--- src/rtl/halfdup_col_pkg.sv ---
// Package: shared types and helpers for the half-duplex collision supervisor.
// Assumes: nothing beyond standard SystemVerilog.
package halfdup_col_pkg;

    // Heartbeat sequencer states.
    typedef enum logic [1:0] {
        HB_IDLE  = 2'd0,
        HB_WAIT  = 2'd1,
        HB_PULSE = 2'd2
    } hb_state_e;

    // Width needed to hold values 0..limit-1 (at least one bit).
    function automatic int cnt_bits(input int limit);
        int w;
        w = $clog2(limit);
        if (w < 1) w = 1;
        return w;
    endfunction

endpackage

--- src/rtl/halfdup_col_detect.sv ---
// Module: registered collision detector.
// Reports the overlap of line transmit and receive activity in half duplex.
// Assumes: tx_line is already gated by the jabber guard.
module halfdup_col_detect (
    input  logic clk,
    input  logic rst_n,
    input  logic tx_line,
    input  logic rx_active,
    input  logic full_duplex,
    output logic overlap
);

    // Register the half-duplex overlap of transmit and receive.
    always_ff @(posedge clk) begin
        if (!rst_n) begin
            overlap <= 1'b0;
        end else begin
            overlap <= tx_line & rx_active & ~full_duplex;
        end
    end

endmodule

--- src/rtl/halfdup_sqe_timer.sv ---
// Module: heartbeat (signal quality error test) sequencer.
// After the end of a transmission it waits DLY_TICKS strobes, then drives
// a pulse for PULSE_TICKS strobes. A new transmission during the wait, or
// the loss of the permitting mode, cancels it.
// Assumes: tick is a one-cycle strobe; hb_allowed already combines the
// mode conditions; a fall of tx_line while jab_active is a cut-off.
module halfdup_sqe_timer
    import halfdup_col_pkg::*;
#(
    parameter int DLY_TICKS   = 12,
    parameter int PULSE_TICKS = 10
) (
    input  logic clk,
    input  logic rst_n,
    input  logic tick,
    input  logic tx_line,
    input  logic jab_active,
    input  logic hb_allowed,
    output logic pulse
);

    localparam int MAXT = (DLY_TICKS > PULSE_TICKS) ? DLY_TICKS : PULSE_TICKS;
    localparam int CW   = cnt_bits(MAXT);
    localparam logic [CW-1:0] DLY_LAST   = CW'(DLY_TICKS - 1);
    localparam logic [CW-1:0] PULSE_LAST = CW'(PULSE_TICKS - 1);

    hb_state_e      state;
    logic [CW-1:0]  cnt;
    logic           tx_prev;
    logic           tx_fall;

    // End of transmission seen on the gated line enable.
    assign tx_fall = tx_prev & ~tx_line;

    // Remember last cycle's line enable for edge detection.
    always_ff @(posedge clk) begin
        if (!rst_n) tx_prev <= 1'b0;
        else        tx_prev <= tx_line;
    end

    // Sequence through wait and pulse phases on timebase strobes.
    always_ff @(posedge clk) begin
        if (!rst_n) begin
            state <= HB_IDLE;
            cnt   <= '0;
        end else begin
            unique case (state)
                HB_IDLE: begin
                    cnt <= '0;
                    if (tx_fall && hb_allowed && !jab_active) begin
                        state <= HB_WAIT;
                    end
                end
                HB_WAIT: begin
                    if (!hb_allowed || tx_line) begin
                        state <= HB_IDLE;
                        cnt   <= '0;
                    end else if (tick) begin
                        if (cnt == DLY_LAST) begin
                            state <= HB_PULSE;
                            cnt   <= '0;
                        end else begin
                            cnt <= cnt + 1'b1;
                        end
                    end
                end
                HB_PULSE: begin
                    if (!hb_allowed) begin
                        state <= HB_IDLE;
                        cnt   <= '0;
                    end else if (tick) begin
                        if (cnt == PULSE_LAST) begin
                            state <= HB_IDLE;
                            cnt   <= '0;
                        end else begin
                            cnt <= cnt + 1'b1;
                        end
                    end
                end
                default: begin
                    state <= HB_IDLE;
                    cnt   <= '0;
                end
            endcase
        end
    end

    // Pulse is high for the whole pulse phase.
    assign pulse = (state == HB_PULSE);

endmodule

--- src/rtl/halfdup_jabber_guard.sv ---
// Module: jabber watchdog.
// Activates after ON_TICKS consecutive strobes of transmit request; releases
// after OFF_TICKS consecutive strobes with the request low. One counter
// serves both phases. A sticky flag records any activation.
// Assumes: tick is a one-cycle strobe; reset clears the sticky flag.
module halfdup_jabber_guard
    import halfdup_col_pkg::*;
#(
    parameter int ON_TICKS  = 850000,
    parameter int OFF_TICKS = 5000000
) (
    input  logic clk,
    input  logic rst_n,
    input  logic tick,
    input  logic tx_req,
    output logic jab_active,
    output logic jab_seen
);

    localparam int MAXT = (ON_TICKS > OFF_TICKS) ? ON_TICKS : OFF_TICKS;
    localparam int CW   = cnt_bits(MAXT);
    localparam logic [CW-1:0] ON_LAST  = CW'(ON_TICKS - 1);
    localparam logic [CW-1:0] OFF_LAST = CW'(OFF_TICKS - 1);

    logic [CW-1:0] run_cnt;

    // Count continuous transmit (armed) or continuous quiet (locked).
    always_ff @(posedge clk) begin
        if (!rst_n) begin
            jab_active <= 1'b0;
            jab_seen   <= 1'b0;
            run_cnt    <= '0;
        end else if (!jab_active) begin
            if (!tx_req) begin
                run_cnt <= '0;
            end else if (tick) begin
                if (run_cnt == ON_LAST) begin
                    jab_active <= 1'b1;
                    jab_seen   <= 1'b1;
                    run_cnt    <= '0;
                end else begin
                    run_cnt <= run_cnt + 1'b1;
                end
            end
        end else begin
            if (tx_req) begin
                run_cnt <= '0;
            end else if (tick) begin
                if (run_cnt == OFF_LAST) begin
                    jab_active <= 1'b0;
                    run_cnt    <= '0;
                end else begin
                    run_cnt <= run_cnt + 1'b1;
                end
            end
        end
    end

endmodule

--- src/rtl/halfdup_col_supervisor.sv ---
// Module: top of the half-duplex collision, heartbeat and jabber supervisor.
// Gates the MAC transmit enable with the jabber lockout, detects collisions
// on the gated enable, and merges the heartbeat pulse onto the collision
// output. All durations are converted to strobe counts from TICK_NS.
// Assumes: tick has period TICK_NS; inputs are synchronous to clk.
module halfdup_col_supervisor #(
    parameter int TICK_NS     = 100,
    parameter int HB_DELAY_NS = 1200,
    parameter int HB_PULSE_NS = 1000,
    parameter int JAB_ON_US   = 85000,
    parameter int JAB_OFF_US  = 500000
) (
    input  logic clk,
    input  logic rst_n,
    input  logic tick,
    input  logic tx_en_in,
    input  logic rx_active,
    input  logic full_duplex,
    input  logic speed_100,
    input  logic hb_en,
    output logic tx_en_out,
    output logic col,
    output logic jabber,
    output logic jabber_seen
);

    localparam int HB_DLY_T   = (HB_DELAY_NS / TICK_NS > 0) ? HB_DELAY_NS / TICK_NS : 1;
    localparam int HB_PULSE_T = (HB_PULSE_NS / TICK_NS > 0) ? HB_PULSE_NS / TICK_NS : 1;
    localparam int JAB_ON_T   = ((JAB_ON_US * 1000) / TICK_NS > 0) ? (JAB_ON_US * 1000) / TICK_NS : 1;
    localparam int JAB_OFF_T  = ((JAB_OFF_US * 1000) / TICK_NS > 0) ? (JAB_OFF_US * 1000) / TICK_NS : 1;

    logic jab_active;
    logic overlap;
    logic hb_pulse;
    logic hb_allowed;

    // Heartbeat permitted only at 10 Mb/s half duplex with the feature on.
    assign hb_allowed = hb_en & ~full_duplex & ~speed_100;

    // Transmit passes to the line only outside jabber lockout.
    assign tx_en_out = tx_en_in & ~jab_active;

    halfdup_jabber_guard #(
        .ON_TICKS  (JAB_ON_T),
        .OFF_TICKS (JAB_OFF_T)
    ) u_jab (
        .clk        (clk),
        .rst_n      (rst_n),
        .tick       (tick),
        .tx_req     (tx_en_in),
        .jab_active (jab_active),
        .jab_seen   (jabber_seen)
    );

    halfdup_col_detect u_col (
        .clk         (clk),
        .rst_n       (rst_n),
        .tx_line     (tx_en_out),
        .rx_active   (rx_active),
        .full_duplex (full_duplex),
        .overlap     (overlap)
    );

    halfdup_sqe_timer #(
        .DLY_TICKS   (HB_DLY_T),
        .PULSE_TICKS (HB_PULSE_T)
    ) u_sqe (
        .clk        (clk),
        .rst_n      (rst_n),
        .tick       (tick),
        .tx_line    (tx_en_out),
        .jab_active (jab_active),
        .hb_allowed (hb_allowed),
        .pulse      (hb_pulse)
    );

    // Collision output carries real collisions and the heartbeat.
    assign col    = overlap | hb_pulse;
    assign jabber = jab_active;

endmodule

--- config.mk ---
export PLATFORM = sky130hd
export DESIGN_NAME = halfdup_col_supervisor
export DESIGN_NICKNAME = d
export VERILOG_FILES = /design/src/rtl/halfdup_col_pkg.sv /design/src/rtl/halfdup_col_detect.sv /design/src/rtl/halfdup_sqe_timer.sv /design/src/rtl/halfdup_jabber_guard.sv /design/src/rtl/halfdup_col_supervisor.sv
export SDC_FILE = /design/constraint.sdc
export NUM_CORES = 1
export LEC_CHECK = 0
export BUFFER_PORTS_ARGS = -buffer_cell sky130_fd_sc_hd__buf_2
export CAP_MARGIN = 40
export CORE_ASPECT_RATIO = 0.9
export CORE_MARGIN = 2
export CORE_UTILIZATION = 54
export CTS_BUF_LIST = sky130_fd_sc_hd__clkbuf_16
export DETAILED_ROUTE_END_ITERATION = 8
export HOLD_SLACK_MARGIN = 0.1
export PLACE_DENSITY = 0.76
export SKIP_LAST_GASP = 1
export SYNTH_ARGS = -nofsm -noshare
export SYNTH_HDL_FRONTEND = slang
export SYNTH_HIERARCHICAL = 1
export SYNTH_SLANG_ARGS = --single-unit
export TNS_END_PERCENT = 5
--- constraint.sdc ---
create_clock -name clk -period 1.8 [get_ports clk]
set_clock_uncertainty 0.2 [all_clocks]
set_input_delay 0.27 -clock clk [delete_from_list [all_inputs] [get_ports clk]]
set_output_delay 0.27 -clock clk [all_outputs]
set_load 0.01 [all_outputs]
==> run metrics <==
largest net degree at the start of global routing=13; aggregate global-route resource usage=0.2406; RSZ-0062 raised after global routing=true; Worst VDD drop=0.4801 mV; met2 Usage GRT=0.4430; CP Capture Type=flip-flop; Avg Vias per Cell=approximately 5.7; top-area cell type share of the netlist area=0.3539; Avg Inst Size Synth=approximately 8.9 um^2; antenna viol nets, final=0; Yosys cell types=49; type of the most critical hold path=in -> reg; fin cells=297; final WL=between 5000 and 6000 um; initial antenna violation count=0; period utilization=1.074; DRC=0; HPWL after DPL=3054 um; largest area contributor in the netlist=dfxtp_1; Post-synth top flop=dfxtp_1; share of cells above drive strength 1=0.3241; Worst setup SP type=flip-flop; M1 GR Usage=0.2827; FFs w/ async S/R, synth=0; root buffer cell=clkbuf_16; Synth top cells by count=33 x dfxtp_1, 30 x nor2_1, 13 x xor2_1; CTS Buffer Depth=2; Core Rows=20; slowest stage delay, CP=~490 ps; reg2reg setup slack=-130 ps; Setup WS post-layout=-133.0 ps; power per cell area=697.4 mW/mm^2; Crit Path Max Fanout=6; EDFF count, synth=0; CP max-delay cell=a211oi_1; DR vias=between 1.5k and 2k; kind of critical path=reg -> reg; die width=~66 um; max cap viols=0; GR Layer Usage met3=0.04520; Routability Congestion=approximately 0.83; Fillers=240; PortBufs=11; DP Cell Count=285; worst-skew pair later-pin latency=270 ps; register area share after synthesis=0.3539; fmax=517.3 MHz; crit path time final=1933 ps; post-route cell area=0.002431 mm^2; worst rel slew slack=0.6519; Starting Density=0.5567; grt peak-use layer=met2; critical path required time=approximately 1800 ps; static leakage=0.0009503 uW; worst-path cell chain=ha_4 > buf_4 > and2_1 > a211oi_1 > a22oi_2 > o21ai_1; Mapped Area=0.001867 mm^2; Clock Sinks=33; Inserted Clock Buffers=5; CTS HTree Levels=2; IO Count=12; CTS tree=built; core box area=0.003353 mm^2; synthesized net count=226; Pre-antenna DRT Iters=6; Final nets=268; full die area=between 0.003 and 0.004 mm^2; max-slew violation count=0; P&R area growth vs syn=30.23%; cell count after synthesis=210; area of placed instances=approximately 0.0021 mm^2; Clk pin slew, worst setup/hold paths=50 ps; Antenna Cells=0; worst slew pin tran=520.6 ps; synth warn=6; grt total ovfl=0; most frequent cell after synthesis=dfxtp_1; wire per inst=16.91 um; first-pass GRT wire length=about 7100 um; Setup TNS=-1904 ps; Iteration-0 DRC Markers=174; final core utilization=0.7250; final hold violation count=0; CP arrival=1920 ps; status=finished with violations; Setup violations, final=28; #FFs+latches synth=33; vias in the first global route=1,623; top cells by area, synth=dfxtp_1 35%, xor2_1 6.1%, nor2_1 6.0%; Post-Place Worst Slack=-84.61 ps; Die Ht=59.78 um; failing checks=setup timing
==> metal layers <==
layer / routed length, um / vias up
li1: - / 823
met1: 2240 / 808
met2: 2438 / 59
met3: 225 / 11
met4: 119 / 0
met5: 0 / -
==> cell families (layout without fill, tap and decap cells) <==
group                    after synthesis  after routing  share of synthesized area
AND/OR/NAND/NOR                      107            107                     0.3371
buffers and inverters                 14             57                    0.04289
flip-flops                            33             33                     0.3539
XOR/XNOR                              23             23                     0.1079
adder cells (fa/ha/maj)                8              8                    0.05362
multiplexers                           3              3                    0.01609
AO/OA/AOI/OAI                         22             22                    0.08846
==> final cells by class <==
class / count / area, um^2 / share of cell area
clock buffers: 5 / 125.1 / 0.05147
clock inverters: 3 / 11.26 / 0.004632
inverters: 9 / 33.78 / 0.01390
multi-input cells: 163 / 1229 / 0.5054
flip-flops and latches: 33 / 674.4 / 0.2774
well taps: 44 / 55.05 / 0.02265
repair buffers: 40 / 302.8 / 0.1245
==> state kept, by name, summed over array words and instances (netlist names) <==
signal and flops:
u_jab/run_cnt 23, u_jab/jab_active 1, u_sqe/tx_prev 1, u_jab/jab_seen 1
u_sqe/state 2, u_sqe/cnt 4, u_col/overlap 1
==> cell usage in the layout, fill, tap and decap left out, drive strengths merged, types with 2 or more instances in the layout <==
cell and n:
buf 38, dfxtp 33, nor2 30, xor2 13
inv 12, nand2 12, nand4 11, xnor2 10
nand3 9, ha 8, and2 6, o21ai 6
clkbuf 5, a21oi 5, nor3b 4, and3 4
nor3 4, and4 4, or3 3, mux2i 3
nor2b 3, dlygate4sd3 2, nor4b 2, nand3b 2
or2 2, nor4 2, a211oi 2, a22oi 2
a32o 2
==> report_power, final <==
part	internal [uW]	leakage [uW]	switching, uW
sequential	743	0.000272	8.31
combinational	81.1	0.000601	78.9
clock	496	0.0000776	288
==> stage by stage <==
stage               power [uW]  hold WS, ps
detailed placement       900.8        257.1
global placement         897.7        248.2
finish                    1696        126.7
global route              1752        136.8
CTS                       1684        106.3
floorplan                846.2        197.3
==> path summary, 6_finish.rpt <==
kind / end / start / cells after the start
max: u_jab/run_cnt[6] / u_jab/run_cnt[1] / 6
min: u_jab/jab_active / tx_en_in / 3
min reg2reg: u_sqe/state[1] / u_sqe/state[1] / 2
max reg2reg: u_jab/run_cnt[6] / u_jab/run_cnt[1] / 6
==> what timing repair did <==
item | CTS | global route
buffers inserted | 0 | 2
endpoints found under the hold margin | 3 | 0
endpoints found under the setup margin | 25 | 31
pin swaps | 0 | 6
hold buffers | 2 | 0
resized for setup | 4 | 24
==> critical path, delay by kind of cell, from the launching register on <==
kind / cells / cell delay [ps]
flip-flops: 1 / 330
buffers and inverters: 1 / 150
adder cells (fa/ha/maj): 1 / 160
AO/OA/AOI/OAI: 3 / 820
AND/OR/NAND/NOR: 1 / 180
Note: power is estimated with default switching activity, not from simulation.
